--- src/rtl/pcg_pkg.sv ---
package pcg_pkg;

    localparam int CFG_W    = 16;
    localparam int DIV_W    = 6;
    localparam int SETTLE_W = 5;

    typedef enum logic [1:0] {
        MODE_RUN     = 2'd0,
        MODE_SLEEP   = 2'd1,
        MODE_DEEP    = 2'd2,
        MODE_RESTORE = 2'd3
    } pcg_mode_e;

    // Write targets on the configuration port
    localparam logic [1:0] SEL_RUN_MASK   = 2'd0;
    localparam logic [1:0] SEL_SLEEP_MASK = 2'd1;
    localparam logic [1:0] SEL_DEEP_MASK  = 2'd2;
    localparam logic [1:0] SEL_CONFIG     = 2'd3;

    // Clock source codes; bit 1 set means a PLL source
    localparam logic [1:0] SRC_MAIN = 2'd0;
    localparam logic [1:0] SRC_INT  = 2'd1;

    localparam logic [DIV_W-1:0] DIV_DEEP_16 = DIV_W'(15);
    localparam logic [DIV_W-1:0] DIV_DEEP_64 = DIV_W'(63);

    typedef struct packed {
        logic [SETTLE_W-1:0] settle;     // 15:11
        logic                deep_div64; // 10
        logic                deep_int;   // 9
        logic                auto_gate;  // 8
        logic [DIV_W-1:0]    div;        // 7:2
        logic [1:0]          src;        // 1:0
    } pcg_cfg_t;

endpackage

--- src/rtl/pcg_regs.sv ---
module pcg_regs
    import pcg_pkg::*;
#(
    parameter int                  NPERIPH  = 16,
    parameter logic [NPERIPH-1:0]  CAP_MASK = '1,
    parameter int                  WDATA_W  = 16
) (
    input  logic               clk,
    input  logic               rst_n,
    input  logic               we,
    input  logic [1:0]         sel,
    input  logic [WDATA_W-1:0] wdata,
    output logic [NPERIPH-1:0] run_mask,
    output logic [NPERIPH-1:0] slp_mask,
    output logic [NPERIPH-1:0] dsl_mask,
    output pcg_cfg_t           cfg
);

    typedef struct packed {
        logic [NPERIPH-1:0] run;
        logic [NPERIPH-1:0] slp;
        logic [NPERIPH-1:0] dsl;
        pcg_cfg_t           cfg;
    } regs_t;

    regs_t r_d, r_q;
    logic [NPERIPH-1:0] masked;

    assign masked = wdata[NPERIPH-1:0] & CAP_MASK;

    always_comb begin
        r_d = r_q;
        if (we) begin
            case (sel)
                SEL_RUN_MASK:   r_d.run = masked;
                SEL_SLEEP_MASK: r_d.slp = masked;
                SEL_DEEP_MASK:  r_d.dsl = masked;
                default:        r_d.cfg = pcg_cfg_t'(wdata[CFG_W-1:0]);
            endcase
        end
    end

    always_ff @(posedge clk or negedge rst_n) begin
        if (!rst_n) r_q <= '0;
        else        r_q <= r_d;
    end

    assign run_mask = r_q.run;
    assign slp_mask = r_q.slp;
    assign dsl_mask = r_q.dsl;
    assign cfg      = r_q.cfg;

endmodule

--- src/rtl/pcg_mode_fsm.sv ---
module pcg_mode_fsm
    import pcg_pkg::*;
(
    input  logic                clk,
    input  logic                rst_n,
    input  logic                wfi_pulse,
    input  logic                deep_en,
    input  logic                irq_wake,
    input  logic [1:0]          cfg_src,
    input  logic [DIV_W-1:0]    cfg_div,
    input  logic                cfg_deep_int,
    input  logic                cfg_deep_div64,
    input  logic [SETTLE_W-1:0] cfg_settle,
    output pcg_mode_e           mode,
    output logic [1:0]          sv_src,
    output logic [DIV_W-1:0]    sv_div,
    output logic                sv_deep_int,
    output logic                sv_deep_div64
);

    typedef struct packed {
        pcg_mode_e           mode;
        logic [1:0]          src;
        logic [DIV_W-1:0]    div;
        logic                deep_int;
        logic                deep_div64;
        logic [SETTLE_W-1:0] settle;
        logic [SETTLE_W-1:0] cnt;
    } fsm_t;

    fsm_t s_d, s_q;

    always_comb begin
        s_d = s_q;
        case (s_q.mode)
            MODE_RUN: begin
                if (wfi_pulse && !irq_wake) begin
                    // snapshot of the clock setup in force at entry
                    s_d.src        = cfg_src;
                    s_d.div        = cfg_div;
                    s_d.deep_int   = cfg_deep_int;
                    s_d.deep_div64 = cfg_deep_div64;
                    s_d.settle     = cfg_settle;
                    s_d.mode       = deep_en ? MODE_DEEP : MODE_SLEEP;
                end
            end
            MODE_SLEEP: begin
                if (irq_wake) s_d.mode = MODE_RUN;
            end
            MODE_DEEP: begin
                if (irq_wake) begin
                    s_d.mode = MODE_RESTORE;
                    s_d.cnt  = s_q.settle;
                end
            end
            default: begin
                if (s_q.cnt == '0) s_d.mode = MODE_RUN;
                else               s_d.cnt  = s_q.cnt - 1'b1;
            end
        endcase
    end

    always_ff @(posedge clk or negedge rst_n) begin
        if (!rst_n) begin
            s_q      <= '0;
            s_q.mode <= MODE_RUN;
        end else begin
            s_q <= s_d;
        end
    end

    assign mode          = s_q.mode;
    assign sv_src        = s_q.src;
    assign sv_div        = s_q.div;
    assign sv_deep_int   = s_q.deep_int;
    assign sv_deep_div64 = s_q.deep_div64;

endmodule

--- src/rtl/pcg_out_decode.sv ---
module pcg_out_decode
    import pcg_pkg::*;
#(
    parameter int NPERIPH = 16
) (
    input  pcg_mode_e          mode,
    input  logic [NPERIPH-1:0] run_mask,
    input  logic [NPERIPH-1:0] slp_mask,
    input  logic [NPERIPH-1:0] dsl_mask,
    input  logic               auto_gate,
    input  logic [1:0]         cfg_src,
    input  logic [DIV_W-1:0]   cfg_div,
    input  logic [1:0]         sv_src,
    input  logic [DIV_W-1:0]   sv_div,
    input  logic               sv_deep_int,
    input  logic               sv_deep_div64,
    output logic [NPERIPH-1:0] periph_clk_en,
    output logic               core_clk_en,
    output logic               mem_clk_en,
    output logic               main_osc_pwr,
    output logic               int_osc_pwr,
    output logic               pll_pwr,
    output logic [1:0]         sysclk_src,
    output logic [DIV_W-1:0]   sysclk_div
);

    logic use_run, use_slp;
    logic [1:0]       act_src;
    logic [DIV_W-1:0] act_div;

    assign use_run = (mode == MODE_RUN) || !auto_gate;
    assign use_slp = (mode == MODE_SLEEP);

    for (genvar i = 0; i < NPERIPH; i++) begin : g_gate
        assign periph_clk_en[i] = use_run ? run_mask[i]
                                : (use_slp ? slp_mask[i] : dsl_mask[i]);
    end

    assign core_clk_en = (mode == MODE_RUN);
    assign mem_clk_en  = (mode == MODE_RUN);

    // Restore replays the saved setup; Run and Sleep use the live one
    assign act_src = (mode == MODE_RESTORE) ? sv_src : cfg_src;
    assign act_div = (mode == MODE_RESTORE) ? sv_div : cfg_div;

    always_comb begin
        if (mode == MODE_DEEP) begin
            sysclk_src   = sv_deep_int ? SRC_INT : SRC_MAIN;
            int_osc_pwr  = sv_deep_int;
            main_osc_pwr = !sv_deep_int;
            pll_pwr      = 1'b0;
            if (sv_src[1]) sysclk_div = sv_deep_div64 ? DIV_DEEP_64 : DIV_DEEP_16;
            else           sysclk_div = sv_div;
        end else begin
            sysclk_src   = act_src;
            sysclk_div   = act_div;
            int_osc_pwr  = (act_src == SRC_INT);
            main_osc_pwr = (act_src != SRC_INT);
            pll_pwr      = act_src[1];
        end
    end

endmodule

--- src/rtl/pwr_clkgate_ctl.sv ---
module pwr_clkgate_ctl
    import pcg_pkg::*;
#(
    parameter int                 NPERIPH  = 16,
    parameter logic [NPERIPH-1:0] CAP_MASK = '1,
    localparam int                WDATA_W  = (NPERIPH > CFG_W) ? NPERIPH : CFG_W
) (
    input  logic               clk,
    input  logic               rst_n,
    input  logic               cfg_we,
    input  logic [1:0]         cfg_sel,
    input  logic [WDATA_W-1:0] cfg_wdata,
    input  logic               wfi_pulse,
    input  logic               deep_en,
    input  logic               irq_wake,
    output logic [NPERIPH-1:0] periph_clk_en,
    output logic               core_clk_en,
    output logic               mem_clk_en,
    output logic               main_osc_pwr,
    output logic               int_osc_pwr,
    output logic               pll_pwr,
    output logic [1:0]         sysclk_src,
    output logic [5:0]         sysclk_div,
    output logic [1:0]         mode_o
);

    logic [NPERIPH-1:0] run_mask, slp_mask, dsl_mask;
    pcg_cfg_t           cfg;
    pcg_mode_e          mode;
    logic [1:0]         sv_src;
    logic [DIV_W-1:0]   sv_div;
    logic               sv_deep_int, sv_deep_div64;

    pcg_regs #(
        .NPERIPH (NPERIPH),
        .CAP_MASK(CAP_MASK),
        .WDATA_W (WDATA_W)
    ) regs_i (
        .clk     (clk),
        .rst_n   (rst_n),
        .we      (cfg_we),
        .sel     (cfg_sel),
        .wdata   (cfg_wdata),
        .run_mask(run_mask),
        .slp_mask(slp_mask),
        .dsl_mask(dsl_mask),
        .cfg     (cfg)
    );

    pcg_mode_fsm fsm_i (
        .clk           (clk),
        .rst_n         (rst_n),
        .wfi_pulse     (wfi_pulse),
        .deep_en       (deep_en),
        .irq_wake      (irq_wake),
        .cfg_src       (cfg.src),
        .cfg_div       (cfg.div),
        .cfg_deep_int  (cfg.deep_int),
        .cfg_deep_div64(cfg.deep_div64),
        .cfg_settle    (cfg.settle),
        .mode          (mode),
        .sv_src        (sv_src),
        .sv_div        (sv_div),
        .sv_deep_int   (sv_deep_int),
        .sv_deep_div64 (sv_deep_div64)
    );

    pcg_out_decode #(
        .NPERIPH(NPERIPH)
    ) dec_i (
        .mode         (mode),
        .run_mask     (run_mask),
        .slp_mask     (slp_mask),
        .dsl_mask     (dsl_mask),
        .auto_gate    (cfg.auto_gate),
        .cfg_src      (cfg.src),
        .cfg_div      (cfg.div),
        .sv_src       (sv_src),
        .sv_div       (sv_div),
        .sv_deep_int  (sv_deep_int),
        .sv_deep_div64(sv_deep_div64),
        .periph_clk_en(periph_clk_en),
        .core_clk_en  (core_clk_en),
        .mem_clk_en   (mem_clk_en),
        .main_osc_pwr (main_osc_pwr),
        .int_osc_pwr  (int_osc_pwr),
        .pll_pwr      (pll_pwr),
        .sysclk_src   (sysclk_src),
        .sysclk_div   (sysclk_div)
    );

    assign mode_o = mode;

endmodule

--- config.mk ---
export PLATFORM = sky130hd
export DESIGN_NAME = pwr_clkgate_ctl
export DESIGN_NICKNAME = d
export VERILOG_FILES = /design/src/rtl/pcg_pkg.sv /design/src/rtl/pcg_regs.sv /design/src/rtl/pcg_mode_fsm.sv /design/src/rtl/pcg_out_decode.sv /design/src/rtl/pwr_clkgate_ctl.sv
export SDC_FILE = /design/constraint.sdc
export NUM_CORES = 1
export LEC_CHECK = 0
export BUFFER_PORTS_ARGS = -buffer_cell sky130_fd_sc_hd__buf_2
export CAP_MARGIN = 20
export CORE_ASPECT_RATIO = 0.9
export CORE_UTILIZATION = 43
export DETAILED_ROUTE_END_ITERATION = 12
export GPL_ROUTABILITY_DRIVEN = 0
export PLACE_DENSITY_LB_ADDON = 0.12
export SETUP_SLACK_MARGIN = 0.15
export SYNTH_ARGS = -nofsm -noshare
export SYNTH_HDL_FRONTEND = slang
export SYNTH_SLANG_ARGS = --single-unit
--- constraint.sdc ---
create_clock -name clk -period 1.7 [get_ports clk]
set_clock_uncertainty 0.1 [all_clocks]
set_input_delay 0.255 -clock clk [delete_from_list [all_inputs] [get_ports clk]]
set_output_delay 0.255 -clock clk [all_outputs]
set_load 0.05 [all_outputs]
### Word level (Yosys, flattened, before mapping)

Cells that the tools add are included.

* equality and inequality tests: 11
* bitwise logic cells: 2
* reductions and logical operators: 18
* multiplexer cells: 51
* add/sub/neg operators: 1

Operators with widths (number)
* $mux W1: 36
* $mux W6: 4
* $mux W17: 1
* $mux W2: 6
* $mux W5: 2
* $pmux W5 S2: 1
* $reduce_and A2 Y1: 5
* $eq A2 B1 Y1 const B: 3
* $eq A2 B2 Y1 const B: 3
* $ne A2 B1 Y1 const B: 3
* $pmux W2 S3: 1
* $logic_not A5 Y1: 1
* $sub A5 B1 Y5 const B: 1
* $logic_not A2 Y1: 2
* $ne A2 B2 Y1 const B: 2
* $reduce_and A4 Y1: 1
* $reduce_bool A4 Y1: 1
* $logic_not A1 Y1: 3
* $reduce_and A3 Y1: 1
* $reduce_or A3 Y1: 1
* $not A1 Y1: 2
* $reduce_or A2 Y1: 1
* $logic_and A1 B1 Y1: 1
* $logic_or A1 B1 Y1: 1

* output and inout port bits: 31
* flip-flop bits (word level): 86
* word-level logic and storage cells: 99

### Longest topological paths before layout

Gate-level depths: netlist (run 1).

* depth in word-level cells: 4
* depth in mapped cells: 6
* mapped depth without buffers: 5

### Hierarchy

A second synthesis (run 1) with hierarchy kept.

* cell total of the unflattened synthesis: 342
* area total of the unflattened synthesis: 4186.5 um^2

By module, submodules not included
* pcg_regs: cells an instance 136, instances 1, area an instance 2411.1 um^2
* pcg_mode_fsm: cells an instance 94, instances 1, area an instance 1118.6 um^2
* pcg_out_decode: cells an instance 112, instances 1, area an instance 656.9 um^2

### Worst setup path after synthesis (run 1)

No wires, ideal clock.

* path type: register -> output
* start point: register, netlist name fsm_i.mode[0]
* end point: output int_osc_pwr
* setup slack: -930 ps
* stages on the path, launching flop included: 5
* required time: 1345 ps
* arrival time: 2275 ps
* cells stage by stage: dfrtp_1 -> buf_6 -> mux2i_1 -> a21oi_1 -> nor2b_1

* longest elaborated chain between the ends: 4
* elaborated cells between the ends (all ways): 5
* those cells by class: eq/ne: 3; mux: 2

RTL lines
* $eq A2 B2 Y1: RTL line pcg_out_decode.sv:43 `assign act_src = (mode == MODE_RESTORE) ? sv_src : cfg_src;`
* $mux W2: RTL line pcg_out_decode.sv:43
* $eq A2 B1 Y1: RTL line pcg_out_decode.sv:57 `int_osc_pwr = (act_src == SRC_INT);`
* $mux W1 (*): RTL line pcg_out_decode.sv:47 `if (mode == MODE_DEEP) begin`
* end: declaration: RTL line pwr_clkgate_ctl.sv:20 `output logic int_osc_pwr,`

Mark *: on every way between the ends. The rest lies on a longest branch, timed or not.

### Worst setup path after layout (run 1)

* start point: register, netlist name fsm_i.mode[1]
* end point: output periph_clk_en[2]

* longest elaborated chain between the ends: 3
* elaborated cells between the ends (all ways): 5
* those cells by class: eq/ne: 1; mux: 2; reduce/logical: 2

RTL lines
* $eq A2 B1 Y1 / $logic_not A2 Y1 (equally long branches): RTL line pcg_out_decode.sv:32, pcg_out_decode.sv:31
* $mux W1 / $logic_or A1 B1 Y1 (equally long branches): RTL line pcg_out_decode.sv:36, pcg_out_decode.sv:31
* $mux W1 (*): RTL line pcg_out_decode.sv:35 `assign periph_clk_en[i] = use_run ? run_mask[i]`
* end: declaration: RTL line pwr_clkgate_ctl.sv:16 `output logic [NPERIPH-1:0] periph_clk_en,`

Marked as above.

==> flow_summary.toml, run 1 <==
[power]
p_per_area_nw_per_um2 = 1900
p_leak_uw = 0.00238
ir_drop_mv = 1.21
power.total_uw = 10800

[die]
die_w_um = 103
die_h_um = 92.7
die-area_um2 = 9520
core_um2 = 8730
rows = 32
io_pins = 55
initial_core_util_pct = 45.0

[cells_and_area]
syn_to_final_growth_pct = 45.5
nets = 421
drive_gt1_share_pct = 66.5
final_area_um2 = 5710
diodes = 0
fillers = 693

[drt]
routed_wl_um = 8900
drcViolationCount = 0
dr.first_iter.drc_count = 47
via_count = 2719
ant_nets = 0
routedWlPerCell_um = 17.1
vias_per_cell = 5.24
firstDrtPassIters = 4

[setup_path]
worstReg2RegEnd = "fsm_i.sv_div[4]$_DFFE_PN0P_"
crit_fanout = 5
criticalPathCategory = "reg2out"
cp-start-kind = "flop"
critPathCaptureType = "output pin"
crit_slowest_cell = "dfrtp_2"
crit_buf_inv = 4
reg2reg_depth = 8
path_cells = "buf_6 -> o21ai_4 -> buf_6 -> clkbuf_16 -> nand2_1 -> o21ai_2 -> buf_6"
cp_common_cell = "buf_6"
max_stage_delay_ps = 450
critPathArrivalTime_ps = 1700
timing.rr.start = "fsm_i.mode[0]$_DFFE_PN0P_"
r2r_slack_ps = -240
cp.required_ps = 1340
path_delay_family = "buffers and inverters"

[timing]
slew_headroom_pct = 64.9
fmax_mhz = 486
setup_viol = 45
tightest_slew_ps = 513
slew_viol_final = 0
setup_ws_ps = -356
hold_viol = 0
period_needed_ps = 2060
rsz0062_at_grt = "yes"
setup_tns_ps = -10850
fin_crit_sh_pct = 121

[clock_tree]
cts_tree = "done"
clock_path_buffers = 2
htreeDepth = 3
clkTransAtPathRegs_ps = 70
cts_sinks = 86
clkLatencyLatePin_ps = 350
cts-buffers-inserted = 9
root_buffer = "clkbuf_8"

[yosys]
syn_nets = 332
ys_warn_count = 0
ys_types = 34
synth.ff_latch_count = 86
synth_area_leaders = "dfrtp_1, mux2_2, mux2i_1"
synth_area_um2 = 3930
synth_area_leader_cell = "dfrtp_1"
synth_top_area_share_pct = 54.8
synthCells = 307
ys_seq_area_share_pct = 54.8
avgSynthCellArea_um2 = 12.8

[hold_path]
hold_end = "fsm_i.mode[0]$_DFFE_PN0P_"
hp-start = "irq_wake"
whs_path_depth = 2
holdCritPathClass = "in2reg"

[status]
violations = "setup timing"
status = "finished, violations left"

[grt]
overflow = 0
grt_pass1_wl_um = 13900
grtUsageTotal_pct = 19.8
first_global_vias = 2867
antenna_found_initial = 0
grt_max_degree = 87

[place]
dp_slack_ps = -71.3
io_buffer_count = 54
dp_hpwl_um = 5520
placed_cell_area_um2 = 4760

[job]
drv_cap = 0
## worst reg2reg max path, stage by stage (launching register included)
cell,delay (ps)
dfrtp_1,420
buf_4,160
buf_6,130
buf_4,140
nor2_4,90
and3_4,240
buf_6,110
buf_12,120
mux2_2,340
## sequential cells by signal (all words and copies together) (netlist names)
signal / flops
fsm_i.mode: 2
fsm_i.s_q: 10
fsm_i.sv_deep_div64: 1
fsm_i.sv_deep_int: 1
fsm_i.sv_div: 6
fsm_i.sv_src: 2
regs_i.cfg: 16
regs_i.dsl_mask: 16
regs_i.run_mask: 16
regs_i.slp_mask: 16
## layout make-up
class / count / area, µm² / area share (%)
clock buffers: 11 / 131 / 2.30
clock inverters: 4 / 25.0 / 0.438
inverters: 7 / 26.3 / 0.460
multi-input cells: 193 / 2210 / 38.7
flip-flops and latches: 86 / 2150 / 37.7
well taps: 119 / 149 / 2.61
repair buffers: 99 / 1010 / 17.8
## power by group
part	leakage (µW)	total [µW]	internal (µW)	switching, µW
sequential	0.00102	3030	2590	440
clock	0.0000752	1200	519	677
combinational	0.00129	6600	3130	3470
total	0.00238	10800	6240	4590
## cells in the final DEF (no fill, tap or decap), drive strengths merged
cell type / count
buf: 95
dfrtp: 86
mux2: 79
mux2i: 19
o21ai: 18
nand2: 17
nor2: 15
clkbuf: 14
a21oi: 11
inv: 7
nor2b: 4
nand3b: 3
a211oi: 3
and3: 3
nand3: 3
clkinvlp: 2
clkinv: 2
o2bb2ai: 2
a31oi: 2
nor3b: 2
nand2b: 1
or4b: 1
and3b: 1
nor3: 1
o32ai: 1
and4: 1
or2: 1
a221oi: 1
a2111oi: 1
a311oi: 1
o31ai: 1
ha: 1
dlygate4sd3: 1
## worst max-delay path by stage
stage	start	end	cells past startpoint
2_1_floorplan	fsm_i.mode[0]$_DFFE_PN0P_	fsm_i.s_q[5]$_DFFE_PN0P_	6
3_3_place_gp	fsm_i.mode[0]$_DFFE_PN0P_	periph_clk_en[12]	5
3_5_place_dp	fsm_i.s_q[1]$_DFFE_PN0P_	fsm_i.s_q[3]$_DFFE_PN0P_	5
4_1_cts	fsm_i.mode[0]$_DFFE_PN0P_	periph_clk_en[12]	5
5_1_grt	fsm_i.mode[0]$_DFFE_PN0P_	periph_clk_en[7]	5
6_report	fsm_i.mode[1]$_DFFE_PN0P_	periph_clk_en[2]	7
## synth_stat cells (all sizes together)
library cell	number
dfrtp	86
mux2	79
mux2i	19
o21ai	18
nand2	17
buf	16
nor2	15
a21oi	11
inv	7
clkbuf	5
nor2b	4
a211oi	3
and3	3
nand3	3
nand3b	3
a31oi	2
nor3b	2
o2bb2ai	2
a2111oi	1
a221oi	1
a311oi	1
and3b	1
and4	1
ha	1
nand2b	1
nor3	1
o31ai	1
o32ai	1
or2	1
or4b	1
## repair_timing
| action | CTS | global route |
|---|---|---|
| cloned | 2 | 3 |
| hold buffers | 1 | 0 |
| hold endpoints to repair | 86 | 0 |
| setup endpoints to repair | 52 | 52 |
| setup buffers | 8 | 3 |
| resized for setup | 107 | 39 |
| pin swaps | 7 | 11 |
## layer usage
layer	GRT usage (%)	share of wire (%)	routed length, µm	up-vias
li1	-	-	-	1276
met1	25.3	45	4050	1395
met2	33.6	51	4510	44
met3	5.21	3.3	293	4
met4	4.23	0.54	48	0
met5	0	0	0	-
## cells by family (layout without fill, tap and decap cells)
family          after synthesis  in the layout  share of synthesized area, %
simple gates                 53             53                          7.01
flops                        86             86                          54.8
buf+inv                      28            121                          4.11
compound gates               41             41                          6.28
fa+ha+maj                     1              1                         0.319
mux                          98             98                          27.5
## per-stage QoR
stage / hold WS (ps) / std cells / utilization (%)
4_1_cts: 48.0 / 513 / 62.8
3_5_place_dp: 227 / 487 / 54.5
3_3_place_gp: 231 / 487 / 54.5
6_report: 72.4 / 519 / 65.5
5_1_grt: 63.4 / 519 / 65.5
2_1_floorplan: -141 / 307 / -
(Power assumes the default switching activity.)
==> run 2: changes to the inputs <==
--- a/config.mk
+++ b/config.mk
@@ -13,6 +13,8 @@
 export GPL_ROUTABILITY_DRIVEN = 0
 export PLACE_DENSITY_LB_ADDON = 0.12
 export SETUP_SLACK_MARGIN = 0.15
+export SKIP_LAST_GASP = 1
 export SYNTH_ARGS = -nofsm -noshare
 export SYNTH_HDL_FRONTEND = slang
+export SYNTH_HIERARCHICAL = 1
 export SYNTH_SLANG_ARGS = --single-unit
==> run 2 against run 1 <==
Net effect: core utilization is 5.9 points lower; total power is 2.5% lower; synthesized cell count is 11% higher; largest cell class is now registers; cell area is 3.2% lower; worst setup slack better by 53 ps; first-iteration DRC count is 100% higher; combinational power is 12% lower; highest routed layer unchanged; critical path type unchanged; largest power group unchanged; sequential share of layout area is 1.3 points higher; wire length is 6.5% higher; die area is 6.5% higher; sequential power is 2% higher; the flow still finishes with violations (setup timing).
==> flow_summary.toml, run 2 <==
[timing]
setup_viol = 45
slew_viol_final = 0
tightest_slew_ps = 352
slew_headroom_pct = 76.5
setup_ws_ps = -303
fin_crit_sh_pct = 118
rsz0062_at_grt = "yes"
period_needed_ps = 2000
hold_viol = 0
fmax_mhz = 499
setup_tns_ps = -10400

[cells_and_area]
fin_util_pct = 59.5
drive_gt1_share_pct = 59.5
final_area_um2 = 5530
diodes = 0
syn_to_final_growth_pct = 32.1
fin_cells = 539
nets = 437
final_cell_mix = "dfrtp_1, mux2_2, buf_4, buf_6"
fillers = 780
mostFrequentLayoutCell = "dfrtp_1"

[clock_tree]
cts-buffers-inserted = 9
clkLatencyLatePin_ps = 350
cts_tree = "done"
clock_path_buffers = 2
root_buffer = "clkbuf_8"
htreeDepth = 3
cts_sinks = 86
clkTransAtPathRegs_ps = 90

[place]
placed_cell_area_um2 = 4800
io_buffer_count = 54
dp_hpwl_um = 6180
placed_cells = 508

[yosys]
ys_seq_area_share_pct = 51.4
synth_area_leader_cell = "dfrtp_1"
ys_warn_count = 6
synth_top_flop_cell = "dfrtp_1"
yosysMostFrequentCell = "dfrtp_1"
syn_nets = 367
synth_area_um2 = 4190
synth_top_area_share_pct = 51.4
synth_edf_count = 0
async_flop_share_pct = 100
avgSynthCellArea_um2 = 12.2
synth.ff_latch_count = 86
netlist_top_cells_count = "dfrtp_1, mux2_2, inv_1, o22ai_1"
ys_types = 38
synth_area_leaders = "dfrtp_1, mux2_2, a221o_1"
synthCells = 342

[grt]
grt_pass1_wl_um = 15200
first_global_vias = 2920
overflow = 0
antenna_found_initial = 0
grtUsageTotal_pct = 19.8
grt_max_degree = 30

[power]
ir_drop_mv = 1.21
p_leak_uw = 0.00242
p_per_area_nw_per_um2 = 1910

[setup_path]
r2r_slack_ps = -240
critPathCaptureType = "output pin"
crit_fanout = 18
reg2reg_depth = 6
criticalPathCategory = "reg2out"
worstReg2RegEnd = "fsm_i/s_q[5]$_DFFE_PN0P_"
cp-start-kind = "flop"
cp.required_ps = 1340
critPathArrivalTime_ps = 1650
timing.rr.start = "fsm_i/mode[0]$_DFFE_PN0P_"

[drt]
routedWlPerCell_um = 17.6
dr.first_iter.drc_count = 95
routed_wl_um = 9470
ant_nets = 0
drcViolationCount = 0
vias_per_cell = 5.38
via_count = 2902
firstDrtPassIters = 4

[die]
rows = 33
die_w_um = 106
die-area_um2 = 10100
io_pins = 55
initial_core_util_pct = 45.1
core_um2 = 9290
die_h_um = 95.6

[job]
drv_cap = 0

[hold_path]
hold_end = "regs_i/run_mask[6]$_DFFE_PN0P_"
whs_path_depth = 2
hp-start = "cfg_wdata[6]"
holdCritPathClass = "in2reg"

[status]
status = "finished, violations left"
violations = "setup timing"
==> run 2: worst max-delay path by stage <==
stage                               from                          end  slack (ps)  depth (start not counted)
2_1_floorplan  fsm_i/mode[1]$_DFFE_PN0P_            periph_clk_en[10]        -130                          6
3_3_place_gp   fsm_i/mode[0]$_DFFE_PN0P_                sysclk_div[4]          -4                          5
3_5_place_dp   fsm_i/mode[0]$_DFFE_PN0P_  fsm_i/sv_src[1]$_DFFE_PN0P_         -30                          4
4_1_cts        fsm_i/mode[0]$_DFFE_PN0P_                sysclk_div[4]        -320                          5
5_1_grt        regs_i/cfg[8]$_DFFE_PN0P_             periph_clk_en[9]        -380                          5
6_report       fsm_i/mode[0]$_DFFE_PN0P_            periph_clk_en[11]        -300                          4
==> run 2: timing repair <==
action                                  4_1_cts  5_1_grt
endpoints found under the hold margin        86        0
buffers inserted                              8        4
gates resized for setup                      79       28
hold buffers                                  1        0
endpoints found under the setup margin       51       53
gates cloned                                  1        1
pin swaps                                     8       10
==> run 2: layout make-up <==
cell class | count | area (µm²) | share of cell area, %
tap | 122 | 153 | 2.76
clock inverter | 7 | 104 | 1.88
multi-input combinational | 201 | 2030 | 36.6
clock buffer | 9 | 124 | 2.24
sequential | 86 | 2160 | 39.0
inverter | 25 | 93.8 | 1.70
timing repair buffer | 89 | 875 | 15.8
==> run 2: power by group <==
| group | internal, µW | total [µW] | switching [µW] |
|---|---|---|---|
| clock network | 848 | 1640 | 789 |
| registers | 2600 | 3090 | 487 |
| logic | 2650 | 5830 | 3180 |
| total | 6100 | 10600 | 4460 |
==> run 2: cells by family (layout without fill, tap and decap cells) <==
kind of cell,Yosys count,count (layout),share of synthesized area [%]
DFF,86,86,51.4
buffers and inverters,56,130,7.95
adders and majority gates,1,1,0.299
AOI/OAI and AO/OA,66,66,11.0
muxes,81,81,21.7
and+or+nand+nor,52,53,7.62
==> run 2: per-stage QoR <==
stage          worst slack (ps)  total power, µW  hold slack, ps
2_1_floorplan              -133             6980            -141
6_report                   -303            10600            78.1
5_1_grt                    -379            11100            77.0
4_1_cts                    -320            10300            65.7
3_5_place_dp              -28.5             7720            32.1
3_3_place_gp              -4.33             7650            32.9
==> run 2: critical path, cell delays in order, from the launching register on <==
cell	delay, ps
dfrtp_2	500
nor2_2	80
buf_12	160
a221o_2	400
buf_6	160
==> run 2: metal layers <==
| metal | global-route usage, % | routed length (µm) |
|---|---|---|
| met5 | 0 | 0 |
| met2 | 31.8 | 4400 |
| met3 | 4.31 | 281 |
| met1 | 27.8 | 4690 |
| met4 | 3.94 | 95 |
